===== src/rtl/dch_pkg.sv =====
package dch_pkg;
  typedef enum logic [1:0] {
    ST_START = 2'd0,
    ST_RUN   = 2'd1,
    ST_WAIT  = 2'd2,
    ST_BRK   = 2'd3
  } dch_state_e;

  typedef struct packed {
    logic in_start;
    logic manual;
    logic takeback;
    logic active;
  } dch_status_t;
endpackage


===== src/rtl/dch_timer.sv =====
module dch_timer #(
  parameter int CW = 8
) (
  input  logic          clk,
  input  logic          rst_n,
  input  logic          clr,
  input  logic [CW-1:0] lim,
  output logic          expire
);
  logic [CW-1:0] cnt_q, cnt_d;
  logic [CW:0]   cnt_nx;

  assign cnt_nx = {1'b0, cnt_q} + 1'b1;
  assign expire = !clr && (cnt_nx >= {1'b0, lim});

  always_comb begin
    cnt_d = cnt_q;
    if (clr)         cnt_d = '0;
    else if (!expire) cnt_d = cnt_nx[CW-1:0];
  end

  always_ff @(posedge clk or negedge rst_n) begin
    if (!rst_n) cnt_q <= '0;
    else        cnt_q <= cnt_d;
  end
endmodule


===== src/rtl/dch_decide.sv =====
module dch_decide
  import dch_pkg::*;
#(
  parameter int HW = 8,
  parameter int SW = 16
) (
  input  logic          clk,
  input  logic          rst_n,
  input  logic [HW-1:0] health_p,
  input  logic [HW-1:0] health_s,
  input  logic          yield_p,
  input  logic          yield_s,
  input  logic          accept_p,
  input  logic          accept_s,
  input  logic [SW-1:0] speed,
  input  logic [SW-1:0] speed_thresh,
  input  logic          man_en,
  input  logic          man_sel,
  input  logic          expire,
  output logic          tmr_clr,
  output logic          raw_p,
  output logic          raw_s,
  output dch_status_t   status
);
  dch_state_e st_q, st_d;
  logic       act_q, act_d;
  logic       tgt_q, tgt_d;
  logic       tb_q, tb_d;
  logic [HW-1:0] hl_act, hl_sby;
  logic       yld_act, acc_sby;

  assign hl_act  = act_q ? health_s : health_p;
  assign hl_sby  = act_q ? health_p : health_s;
  assign yld_act = act_q ? yield_s  : yield_p;
  assign acc_sby = act_q ? accept_p : accept_s;

  always_comb begin
    st_d  = st_q;
    act_d = act_q;
    tgt_d = tgt_q;
    tb_d  = tb_q;
    unique case (st_q)
      ST_START: begin
        if (man_en) begin
          if (man_sel) begin
            st_d  = ST_RUN;
            act_d = 1'b1;
          end else begin
            st_d  = ST_BRK;
            tgt_d = 1'b0;
          end
        end else if (speed > speed_thresh) begin
          st_d  = ST_BRK;
          tgt_d = 1'b0;
        end
      end
      ST_RUN: begin
        if (man_en) begin
          if (man_sel != act_q) begin
            st_d  = ST_BRK;
            tgt_d = man_sel;
          end
        end else if ((hl_act < hl_sby) && yld_act) begin
          st_d = ST_WAIT;
          tb_d = 1'b0;
        end
      end
      ST_WAIT: begin
        if (man_en) begin
          st_d  = ST_RUN;
          act_d = man_sel;
        end else if (acc_sby) begin
          st_d  = ST_RUN;
          act_d = ~act_q;
        end else if (expire) begin
          st_d = ST_RUN;
          tb_d = 1'b1;
        end
      end
      default: begin
        st_d  = ST_RUN;
        act_d = tgt_q;
      end
    endcase
  end

  always_ff @(posedge clk or negedge rst_n) begin
    if (!rst_n) begin
      st_q  <= ST_START;
      act_q <= 1'b1;
      tgt_q <= 1'b1;
      tb_q  <= 1'b0;
    end else begin
      st_q  <= st_d;
      act_q <= act_d;
      tgt_q <= tgt_d;
      tb_q  <= tb_d;
    end
  end

  assign tmr_clr = (st_q != ST_WAIT);
  assign raw_p   = (st_q == ST_RUN) && !act_q;
  assign raw_s   = ((st_q == ST_RUN) && act_q) || (st_q == ST_START);

  always_comb begin
    status.in_start = (st_q == ST_START);
    status.manual   = man_en;
    status.takeback = tb_q;
    status.active   = act_q;
  end


  start_hold_chk: assert property (@(posedge clk) disable iff (!rst_n)
    (st_q == ST_START && !man_en && speed <= speed_thresh) |=> (st_q == ST_START));

  manual_keep_chk: assert property (@(posedge clk) disable iff (!rst_n)
    (st_q == ST_RUN && man_en && man_sel == act_q) |=> (st_q == ST_RUN && act_q == $past(act_q)));

  no_consent_chk: assert property (@(posedge clk) disable iff (!rst_n)
    (st_q == ST_RUN && !man_en && (!yld_act || hl_act >= hl_sby)) |=> (st_q == ST_RUN && act_q == $past(act_q)));

  takeback_chk: assert property (@(posedge clk) disable iff (!rst_n)
    (st_q == ST_WAIT && !man_en && !acc_sby && expire) |=> (st_q == ST_RUN && act_q == $past(act_q) && tb_q));
endmodule


===== src/rtl/dch_interlock.sv =====
module dch_interlock (
  input  logic clk,
  input  logic rst_n,
  input  logic raw_p,
  input  logic raw_s,
  output logic en_p,
  output logic en_s
);
  logic prev_p_q, prev_s_q;

  assign en_p = raw_p && !raw_s && !prev_s_q;
  assign en_s = raw_s && !raw_p && !prev_p_q;

  always_ff @(posedge clk or negedge rst_n) begin
    if (!rst_n) begin
      prev_p_q <= 1'b0;
      prev_s_q <= 1'b0;
    end else begin
      prev_p_q <= en_p;
      prev_s_q <= en_s;
    end
  end


  excl_chk: assert property (@(posedge clk) disable iff (!rst_n) !(en_p && en_s));

  bbm_p_chk: assert property (@(posedge clk) disable iff (!rst_n)
    $rose(en_p) |-> $past(!en_s && !en_p));

  bbm_s_chk: assert property (@(posedge clk) disable iff (!rst_n)
    $rose(en_s) |-> $past(!en_s && !en_p));
endmodule


===== src/rtl/dual_chan_handover.sv =====
module dual_chan_handover
  import dch_pkg::*;
#(
  parameter int HW = 8,
  parameter int SW = 16,
  parameter int CW = 8
) (
  input  logic          clk,
  input  logic          rst_n,
  input  logic [HW-1:0] health_p,
  input  logic [HW-1:0] health_s,
  input  logic          yield_p,
  input  logic          yield_s,
  input  logic          accept_p,
  input  logic          accept_s,
  input  logic [SW-1:0] speed,
  input  logic [SW-1:0] speed_thresh,
  input  logic [CW-1:0] takeback_lim,
  input  logic          man_en,
  input  logic          man_sel,
  output logic          en_p,
  output logic          en_s,
  output logic [3:0]    status
);
  logic        tmr_clr, expire, raw_p, raw_s;
  dch_status_t st_w;

  dch_timer #(.CW(CW)) u_timer (
    .clk(clk), .rst_n(rst_n), .clr(tmr_clr), .lim(takeback_lim), .expire(expire)
  );

  dch_decide #(.HW(HW), .SW(SW)) u_decide (
    .clk(clk), .rst_n(rst_n),
    .health_p(health_p), .health_s(health_s),
    .yield_p(yield_p), .yield_s(yield_s),
    .accept_p(accept_p), .accept_s(accept_s),
    .speed(speed), .speed_thresh(speed_thresh),
    .man_en(man_en), .man_sel(man_sel),
    .expire(expire), .tmr_clr(tmr_clr),
    .raw_p(raw_p), .raw_s(raw_s), .status(st_w)
  );

  dch_interlock u_lock (
    .clk(clk), .rst_n(rst_n), .raw_p(raw_p), .raw_s(raw_s), .en_p(en_p), .en_s(en_s)
  );

  assign status = st_w;


  owner_chk: assert property (@(posedge clk) disable iff (!rst_n)
    (en_p |-> !status[0]) and (en_s |-> status[0]));
endmodule


===== config.mk =====
export PLATFORM = sky130hd
export DESIGN_NAME = dual_chan_handover
export DESIGN_NICKNAME = d
export VERILOG_FILES = /design/src/rtl/dch_pkg.sv /design/src/rtl/dch_timer.sv /design/src/rtl/dch_decide.sv /design/src/rtl/dch_interlock.sv /design/src/rtl/dual_chan_handover.sv
export SDC_FILE = /design/constraint.sdc
export NUM_CORES = 1
export LEC_CHECK = 0
export BUFFER_PORTS_ARGS = -buffer_cell sky130_fd_sc_hd__buf_4
export CAP_MARGIN = 10
export CORE_UTILIZATION = 43
export DETAILED_ROUTE_END_ITERATION = 16
export PLACE_DENSITY = 0.84
export SYNTH_ARGS = -nofsm -noshare
export SYNTH_HDL_FRONTEND = slang
export SYNTH_SLANG_ARGS = --single-unit

===== constraint.sdc =====
create_clock -name clk -period 2.3 [get_ports clk]
set_input_delay 0.69 -clock clk [delete_from_list [all_inputs] [get_ports clk]]
set_output_delay 0.69 -clock clk [all_outputs]
set_load 0.01 [all_outputs]

**Word level (Yosys, flattened, before mapping)**

Cells that the tools add are included.

- Register bits: 15
- Output and inout port bits: 6
- Logic and storage cells: 88
- Input bits: 64

- Reduce and logical (&&, ||, !) cells: 22
- $add $sub $neg: 1
- Bitwise gates (word level): 2
- Equal/unequal tests: 20
- Mux-type cells: 33
- Magnitude comparators: 3

Operators by type and width:

| kind | count |
|---|---|
| 8-bit 2-to-1 mux | 4 |
| 2-bit 2-to-1 mux | 9 |
| 16-bit greater-than comparator | 1 |
| 1-bit 2-to-1 mux | 16 |
| 2-bit inequality test (second input constant) | 8 |
| 3-bit by 2-bit inequality test with 1-bit output (second input constant) | 4 |
| 8-bit by 1-bit adder with 9-bit output (second input constant) | 1 |
| 9-bit by 8-bit greater-or-equal comparator with 1-bit output | 1 |
| 1-bit logical AND | 8 |
| 8-bit < comparator | 1 |
| 4-bit AND reduction | 2 |
| 1-bit zero test | 6 |
| 2-bit by 1-bit inequality test with 1-bit output (second input constant) | 3 |
| 2-bit case mux with 3 select lines | 1 |
| 6-bit AND reduction | 1 |
| 5-bit AND reduction | 1 |
| 4-bit by 3-bit inequality test with 1-bit output (second input constant) | 1 |
| 1-bit case mux with 2 select lines | 2 |
| 2-bit nonzero test | 2 |
| 3-bit inequality test (second input constant) | 1 |
| 1-bit case mux with 3 select lines | 1 |
| 2-bit by 1-bit == test with 1-bit output (second input constant) | 1 |
| 2-bit == test (second input constant) | 1 |
| 2-bit zero test | 1 |
| other kinds (3) | 4 |

**Logic depth before layout (Yosys ltp)**

Gate-level depths: netlist (run 1).

- Depth after elaboration: 7
- Mapped depth: 11
- Mapped depth without buffers: 11

**Hierarchy**

From an unflattened synthesis (run 1), not the netlist that was laid out.

- Cell total of the unflattened synthesis: 219
- Area, all modules: 1866.8 um^2

Modules (own cells, without submodules):

| module | cells each | area an instance (um^2) | instances |
|---|---|---|---|
| dch_decide | 134 | 1082.3 | 1 |
| dch_timer | 81 | 719.4 | 1 |
| dch_interlock | 4 | 65.1 | 1 |

**Least setup slack after synthesis (run 1)**

OpenSTA, ideal clock, no wires.

- Path kind: flip-flop to flip-flop
- Start: register u_decide.act_q
- End: register u_decide.tb_q
- Setup slack: -0.261 ns
- Cell stages (with the launch flop): 11
- Period minus slack after synthesis: 2.561 ns
- Path buffers: 2
- Data required time: 2.179 ns
- Arrival: 2.440 ns
- Cell sequence: dfstp_2 -> buf_2 -> buf_2 -> mux2_2 -> ha_1 -> nor3b_1 -> o41ai_1 -> nand2_1 -> a21oi_1 -> nand3_1 -> a22o_1

- Cells in the longest elaborated chain, start to end: 5
- Elaborated cells on any way between the ends: 9
- Those cells by class: order compare (1); eq/ne (2); mux (4); reduce/logical (2)

RTL lines:

| what | RTL line | source |
|---|---|---|
| start: declaration | dch_decide.sv:26 | `logic act_q, act_d;` |
| start signal: assignment | dch_decide.sv:95 | `act_q <= act_d;` |
| 8-bit 2-to-1 mux, on equally long branches | dch_decide.sv:32, dch_decide.sv:33 |  |
| 8-bit < comparator | dch_decide.sv:63 | `end else if ((hl_act < hl_sby) && yld_act) begin` |
| 1-bit logical AND | dch_decide.sv:63 |  |
| 2-bit by 1-bit inequality test with 1-bit output (no line) | -- |  |
| 6-bit AND reduction (no line) (*) | -- |  |
| end signal: assignment | dch_decide.sv:97 | `tb_q <= tb_d;` |
| end: declaration | dch_decide.sv:28 | `logic tb_q, tb_d;` |

Every way passes the cells marked *; elsewhere a longest branch is shown, timed or not.
A chain may end at the register's enable or synchronous reset.

**Worst setup path in the final report (run 1)**

- Start: register u_timer.cnt_q[1]
- End: register u_timer.cnt_q[7]

- Cells in the longest elaborated chain, start to end: 4
- Elaborated cells on any way between the ends: 6
- Those cells by class: add/sub (1); order compare (1); eq/ne (1); mux (2); reduce/logical (1)

RTL lines:

| what | RTL line | source |
|---|---|---|
| start: declaration | dch_timer.sv:10 | `logic [CW-1:0] cnt_q, cnt_d;` |
| start signal: assignment | dch_timer.sv:24 | `else cnt_q <= cnt_d;` |
| 8-bit by 1-bit adder with 9-bit output (*) | dch_timer.sv:13 | `assign cnt_nx = {1'b0, cnt_q} + 1'b1;` |
| 9-bit by 8-bit greater-or-equal comparator with 1-bit output | dch_timer.sv:14 | `assign expire = !clr && (cnt_nx >= {1'b0, lim});` |
| 1-bit logical AND | dch_timer.sv:14 |  |
| 2-bit by 1-bit inequality test with 1-bit output (no line) | -- |  |

Every way passes the cells marked *; elsewhere a longest branch is shown, timed or not. The select of a mux whose other input is x is not followed.

==> results of run 1 <==
==> state kept, by name, summed over array words and instances (netlist names) <==
name	flops
u_decide.tgt_q	1
u_lock.prev_s_q	1
u_timer.cnt_q	8
u_decide.tb_q	1
u_decide.act_q	1
u_decide.st_q	2
u_lock.prev_p_q	1
==> layer usage <==
metal | vias to the layer above | track usage [%] | routed length (um)
met1 | 839 | 21.1 | 1730
met3 | 4 | 2.20 | 192
met4 | 0 | 5.32 | 38
met5 | - | 0 | 0
li1 | 957 | - | -
met2 | 49 | 37.3 | 2270
==> repair_timing <==
action	CTS	global route
setup buffers	2	1
pin swaps	5	1
endpoints found under the setup margin	12	13
gates resized for setup	5	4
==> power breakdown <==
part	switching [mW]	internal, mW	leakage, nW
Clock	0.0945	0.120	0.0255
Sequential	0.0741	0.331	0.194
Combinational	0.419	0.474	1.20
Total	0.587	0.925	1.42
==> stage by stage <==
step	hold slack [ns]	worst slack (ns)	instance area (um^2)	cells	power, mW
4_1_cts	0.289	-0.0971	2660	356	1.51
3_3_place_gp	0.412	-0.0869	2580	350	1.26
3_5_place_dp	0.420	-0.156	2580	350	1.29
2_1_floorplan	0.394	-0.0739	1910	221	1.00
6_report	0.281	-0.0870	2680	357	1.51
5_1_grt	0.293	-0.214	2680	357	1.65
==> worst max path at each step <==
stage          cells after the start                           end  slack, ns
2_1_floorplan                     11  u_timer.cnt_q[7]$_DFFE_PN0P_      -0.07
3_3_place_gp                       8  u_decide.st_q[1]$_DFFE_PN0P_      -0.09
3_5_place_dp                      11  u_timer.cnt_q[2]$_DFFE_PN0P_      -0.16
4_1_cts                           11  u_timer.cnt_q[7]$_DFFE_PN0P_       -0.1
5_1_grt                           11  u_timer.cnt_q[7]$_DFFE_PN0P_      -0.21
6_report                          11  u_timer.cnt_q[7]$_DFFE_PN0P_      -0.09
==> cells in the final DEF, fill, tap and decap left out, types with 5 or more instances in the layout <==
master and instances:
dfrtp_1 13, nor2_1 14, a21oi_1 14, inv_1 26, buf_4 89, ha_1 29
a211oi_1 5, xnor2_1 7, mux2_2 6, nand3_1 5, mux2i_1 9, nor3_1 5
nand2_1 18
==> final cells by class <==
| cell class | count | area share, % |
|---|---|---|
| flip-flops and latches | 15 | 14.1 |
| repair buffers | 90 | 25.7 |
| inverters | 27 | 3.78 |
| multi-input cells | 171 | 52.4 |
| clock buffers | 3 | 1.54 |
| well taps | 50 | 2.33 |
| clock inverters | 1 | 0.187 |
==> worst max-delay path, stage by stage (launching register included) <==
cell	delay [ns]
dfrtp_1	0.37
ha_2	0.19
and3_4	0.20
nand3_4	0.09
xnor2_2	0.15
ha_1	0.30
a21o_1	0.17
a21oi_2	0.12
o21ai_2	0.10
a21o_1	0.19
or3_1	0.31
a21oi_1	0.12
==> cells by family (layout without fill, tap and decap cells) <==
| logic type | count (synthesis) | after routing | synth area share [%] |
|---|---|---|---|
| muxes | 16 | 16 | 9.13 |
| xor gates and xnor gates | 11 | 11 | 5.21 |
| adders and majority gates | 31 | 31 | 21.0 |
| AOI/OAI and AO/OA | 53 | 53 | 19.5 |
| buffers and inverters | 35 | 121 | 7.91 |
| DFF | 15 | 15 | 20.4 |
| and+or+nand+nor | 60 | 60 | 16.9 |
==> summary.md, run 1 <==
| Metric | Value |
|---|---|
| Status | complete, but fails checks |
| Violated checks | setup timing |
| Worst slew pin tran | 0.341 ns |
| Synth Flop Type | dfrtp_1 |
| Via count | between 1500 and 2000 |
| Num rows | 23 |
| Clk_skew | 0.00836 ns |
| Sinks on Clock Net | 15 |
| Worst-path fanout max | 4 |
| Cts hold-fix bufs | 0 |
| I/O pins | 70 |
| Die W | 67.6 um |
| Area taken by multi-input logic gates | 1410 um^2 |
| Area contributors post-synth | ha_1, dfrtp_1, inv_1, a21oi_1, mux2i_1 |
| Crit path required time | 2.48 ns |
| TritonCTS clock tree | done |
| Setup crit start | u_timer.cnt_q[1]$_DFFE_PN0P_ |
| Initial drt markers | a little under 60 |
| Vias in the first global route | 1723 |
| Max-cap violations | 0 |
| Number of synthesized flops with an enable pin | 0 |
| Pwr dens | 564 nW/um^2 |
| Setup Viol. Count Final | 9 |
| R2r startpoint | u_timer.cnt_q[1]$_DFFE_PN0P_ |
| All-Layer GR Usage | 19.1% |
| Minimum clock period | 2.39 ns |
| Clk slew on worst S/H paths | 0.06 ns |
| Crit Path Category | reg2reg |
| Antenna-violating nets left | 0 |
| Post-Route WL | 4230 um |
| Post-Syn Instances | 221 |
| Final global-route overflow total | 0 |
| Residual DRC | 0 |
| Final Util | 66.1% |
| CTS max path bufs | 2 |
| Reg2Reg Depth | 11 |
| Final antenna diode count | 0 |
| CP Launch Type | flop |
| Netlist cell types | 45 |
| Period utilization | 104% |
| Syn avg cell area | 8.37 um^2 |
| Register bit total from synthesis | 15 |
| Placeable Area | 4060 um^2 |
| Reg-to-reg setup timing slack | -0.09 ns |
| Die Area | 4570 um^2 |
| PnR worst setup slack | -0.0870 ns |
| Fmax | between 400 and 500 MHz |
| Initial antenna violation count | 0 |
| Max Transition Viols Final | 0 |
| Starting Density | 45.6% |
| CP arrival | between 2 and 3 ns |
| Area Overhead vs Synth | 45.0% |
| Fraction of final layout cells sized beyond drive strength 1 | approximately two fifths |
| Largest net degree at the start of global routing | 16 |
| Area taken by flip-flops and latches | between 300 and 400 um^2 |
| Ys async rst share | 100% |
| Layout fillers | 318 |
| Sequential area share after synthesis | a little over 20% |
| Routed vias/inst | 5.18 |
| Top cell type's share of synthesized area | a little over a fifth |
| First-pass DRT Iterations | 4 |
| WL/cell | 11.8 um |
| Slew headroom | 77.2% |
| Htree depth | 1 |
| GPL Wtd Cong | 0.800 |
| Final #Nets | 403 |
| CTS Buf Count | 3 |
| Pleak | 1.42 nW |
| FF-to-FF End | u_timer.cnt_q[7]$_DFFE_PN0P_ |
| Crit. End Element | flop |
| Ys Warns | 0 |
| RSZ-0062 raised after global routing | true |
| Dpl hpwl | 3540 um |
| Sum Neg Setup Slack | -0.309 ns |
| Worst-Skew Late Latency | ~0.25 ns |
| Hold violation count in the final report | 0 |
| First-pass GRT wire length | 6750 um |
| Root Buffer | clkbuf_8 |
| Most common cell in the synthesized netlist | ha_1 |
| Post-synth net total | 316 |
| I/O Buffers | 69 |
| Dominant cell type by area after synthesis | ha_1 |
| Chip Height | about 68 um |
| Min-delay worst type | in2async |
| Peak supply drop | 276 uV |
| Most frequent cells after synthesis | ha_1, inv_1, nand2_1 |
| Post-synth design cell area | roughly 1900 um^2 |
Note: power is estimated with default switching activity, not from simulation.
==> inputs of run 2 (changes only) <==
CAP_MARGIN = unset   (was 10)
SLEW_MARGIN = 20   (was unset)
SYNTH_HIERARCHICAL = 1   (was unset)
==> summary.md, run 2 <==
| Metric | Value |
|---|---|
| Status | complete, but fails checks |
| Violated checks | setup timing |
| Sw Ratio | 39.0% (+0.18 points) |
| First-pass DRT Iterations | 4 (unchanged) |
| Die W | 67.9 um (+0.43%) |
| Pwr dens | 577 nW/um^2 (+2.4%) |
| Ys async rst share | 100% (unchanged) |
| WL/cell | 14.4 um (+22%) |
| Peak supply drop | 318 uV (+15%) |
| Number of synthesized flops with an enable pin | 0 (unchanged) |
| I/O Buffers | 69 (unchanged) |
| Num rows | 23 (unchanged) |
| Routed vias/inst | 5.45 (+5.3%) |
| Placed cell areas | 2600 um^2 (+0.87%) |
| Worst slew pin tran | 0.526 ns (+0.184 ns) |
| Htree depth | 1 (unchanged) |
| CTS Buf Count | 3 (unchanged) |
| Pint | 1.04 mW (+13%) |
| Die Area | 4610 um^2 (+0.86%) |
| Syn avg cell area | 8.52 um^2 (+1.8%) |
| Largest registers | u_timer/cnt_q (8), u_decide/st_q (2) |
| Most frequent cells after synthesis | ha_1, inv_1, a21oi_1 |
| TritonCTS clock tree | done |
| Cts hold-fix bufs | 0 (unchanged) |
| Largest net degree at the start of global routing | 16 (unchanged) |
| Final #Nets | 418 (+3.7%) |
| Register share of total power | 23.7% (-3.1 points) |
| Final Power | 1.71 mW (+13%) |
| CP arrival | 2.84 ns (+0.28 ns) |
| Top cell type's share of synthesized area | 20.8% (-0.18 points) |
| Clock share of power | 13.4% (-0.8 points) |
| Final antenna diode count | 0 (unchanged) |
| Psw | 0.667 mW (+14%) |
| Root Buffer | clkbuf_8 |
| Post-Syn Instances | 219 (-0.90%) |
| Final global-route overflow total | 0 (unchanged) |
| Biggest register | u_timer/cnt_q |
| Ys Warns | 6 (+6) |
| Placeable Area | 4090 um^2 (+0.71%) |
| Hold violation count in the final report | 0 (unchanged) |
| Fraction of final layout cells sized beyond drive strength 1 | 47.8% (+7.1 points) |
| Post-Route WL | 5370 um (+27%) |
| Sum Neg Setup Slack | -3.87 ns (-3.56 ns) |
| CP endpoint | u_timer/cnt_q[6]$_DFFE_PN0P_ |
| Most common cell in the synthesized netlist | ha_1 |
| Vias in the first global route | 1860 (+8.0%) |
| Fin area | 2960 um^2 (+10%) |
| Area Overhead vs Synth | 58.7% |
| Family with the most delay on the worst path | compound AO/OA/AOI/OAI gates |
| Crit Path Category | reg2reg |
| Crit path required time | 2.42 ns (-0.06 ns) |
| Area contributors post-synth | ha_1, dfrtp_1, inv_1, a21oi_1, mux2i_1 |
| Antenna-violating nets left | 0 (unchanged) |
| Reg-to-reg setup timing slack | -0.42 ns (-0.34 ns) |
| Sinks on Clock Net | 15 (unchanged) |
| Hold slack final | 0.277 ns (-0.00485 ns) |
| Reg2Reg Depth | 12 (+1) |
| Pleak | 1.51 nW (+6.8%) |
| Dpl hpwl | 3850 um (+8.7%) |
| Minimum clock period | 2.72 ns (+0.336 ns) |
| Clk_skew | 0.00179 ns (-0.00657 ns) |
| First-pass GRT wire length | 7740 um (+15%) |
| Max incr delay on CP | 0.43 ns (+0.06 ns) |
| Via count | 2028 (+9.7%) |
| Leading cell types in the layout, fill and taps excluded | buf_4, ha_1, inv_1 |
| Sequential area share after synthesis | 20.2% (-0.18 points) |
| Dominant cell type by area after synthesis | ha_1 |
| RSZ-0062 raised after global routing | true |
| Min-delay worst type | in2async |
| All-Layer GR Usage | 21.8% (+2.7 points) |
| Netlist cell types | 46 (+2.2%) |
| CP Launch Type | flop |
| Crit path cell chain | ha_4 > and3_4 > nand3_4 > xnor2_2 > ha_1 > and3_4 > a221oi_4 > o21ai_4 > buf_6 > buf_6 > o31ai_4 > a21oi_2 |
| Crit. End Element | flop |
| Commonest non-fill, non-tap cell in the layout | buf_4 |
| Post-synth design cell area | 1870 um^2 (+0.88%) |
| Chip Height | 67.9 um (+0.43%) |
| Slew headroom | 64.9% (-12 points) |
| Clk slew on worst S/H paths | 0.07 ns (about the same) |
| R2r startpoint | u_timer/cnt_q[1]$_DFFE_PN0P_ |
| Setup Viol. Count Final | 12 (+3) |
| Initial antenna violation count | 0 (unchanged) |
| Fmax | 367 MHz (-12%) |
| Starting Density | 45.7% (+0.077 points) |
| Number of flip-flops in the largest register | 8 (unchanged) |
| Slowest cell on crit path | dfrtp_1 |
| Period utilization | 118% (+15 points) |
| Max-cap violations | 0 (unchanged) |
| Layout fillers | 302 (-5.0%) |
| Combinational cell fraction of total power | 62.9% (+3.9 points) |
| GPL Wtd Cong | 0.947 (+18%) |
| FF-to-FF End | u_timer/cnt_q[6]$_DFFE_PN0P_ |
| Setup crit start | u_timer/cnt_q[1]$_DFFE_PN0P_ |
| Synth Flop Type | dfrtp_1 |
| Critical path buffers and inverters | 2 (+2) |
| I/O pins | 70 (unchanged) |
| Post-synth net total | 314 (-0.63%) |
| Worst-path fanout max | 7 (+3) |
| CTS max path bufs | 2 (unchanged) |
| Initial drt markers | 64 (+10%) |
| PnR worst setup slack | -0.423 ns (-0.336 ns) |
| WP depth | 12 (+1) |
| Residual DRC | 0 (unchanged) |
| Final Util | 72.5% (+6.4 points) |
| Register bit total from synthesis | 15 (unchanged) |
| Max Transition Viols Final | 0 (unchanged) |
| Worst-Skew Late Latency | 0.26 ns (about the same) |
-- run 2: cell count changes after synthesis, moves of 3 or more --
cell | previous run | this run
or4_1 | 0 | 5
nand4_1 | 0 | 5
nand3_1 | 6 | 10
nor2_1 | 14 | 10
o31ai_1 | 0 | 6
a31o_1 | 3 | 0
nand2_1 | 19 | 14
buf_2 | 3 | 0
nor2b_1 | 1 | 4
a211oi_1 | 5 | 2
-- run 2: worst min-delay path by stage --
stage / cells past startpoint / startpoint / end / slack [ns]
6_report: 1 / rst_n / u_timer/cnt_q[2]$_DFFE_PN0P_ / 0.28
5_1_grt: 1 / rst_n / u_timer/cnt_q[2]$_DFFE_PN0P_ / 0.28
4_1_cts: 1 / rst_n / u_timer/cnt_q[0]$_DFFE_PN0P_ / 0.28
3_5_place_dp: 1 / u_lock/prev_s_q$_DFF_PN0_ / u_lock/prev_p_q$_DFF_PN0_ / 0.41
3_3_place_gp: 1 / u_lock/prev_p_q$_DFF_PN0_ / u_lock/prev_s_q$_DFF_PN0_ / 0.40
2_1_floorplan: 0 / rst_n / u_decide/st_q[0]$_DFFE_PN0P_ / 0.39
-- run 2: area by class of cell --
class                           count  area, um^2  area share, %
Clock buffer                        3        41.3           1.39
Sequential cell                    15         380           12.8
Multi-Input combinational cell    168        1520           51.4
Clock inverter                      1        7.51          0.253
Timing Repair Buffer              107         835           28.2
Inverter                           28         113           3.80
Tap cell                           50        62.6           2.11
-- run 2: power groups by stage --
stage               combinational [mW]  clock [mW]  sequential, mW
finish                            1.07       0.229           0.406
global route                      1.17       0.240           0.413
CTS                              0.958       0.230           0.389
detailed placement               0.876           0           0.391
global placement                 0.845           0           0.389
floorplan                        0.585           0           0.364
-- run 2: cells by family after synthesis --
| group | share of synthesized area, % |
|---|---|
| simple gates | 20.4 |
| compound gates | 16.5 |
| buf+inv | 8.65 |
| fa+ha+maj | 20.8 |
| mux | 9.72 |
| flops | 20.2 |
| xor+xnor | 3.75 |
-- run 2: per-stage QoR --
stage	std cells	setup slack, ns
final	372	-0.423
after global routing	372	-0.533
after CTS	368	-0.320
after detailed placement	355	-0.320
after global placement	355	-0.255
after floorplan	219	-0.243
-- run 2: routing by layer --
| metal | GRT usage (%) | vias up | wire [um] |
|---|---|---|---|
| met5 | 0 | - | 0 |
| met4 | 9.11 | 0 | 153 |
| met3 | 2.83 | 15 | 259 |
| met2 | 40.5 | 72 | 2880 |
| met1 | 24.7 | 946 | 2080 |
| li1 | - | 995 | - |
-- run 2: worst reg2reg max path: stages, from the launching register on --
cell	delay (ns)
dfrtp_1	0.43
ha_4	0.17
and3_4	0.20
nand3_4	0.08
xnor2_2	0.15
ha_1	0.32
and3_4	0.17
a221oi_4	0.31
o21ai_4	0.14
buf_6	0.16
buf_6	0.12
o31ai_4	0.25
a21oi_2	0.10
-- run 2: repair_timing --
| item | in CTS | in global routing |
|---|---|---|
| pin swaps | 3 | 14 |
| setup buffers | 9 | 4 |
| gates resized for setup | 21 | 26 |
| endpoints found under the setup margin | 13 | 13 |
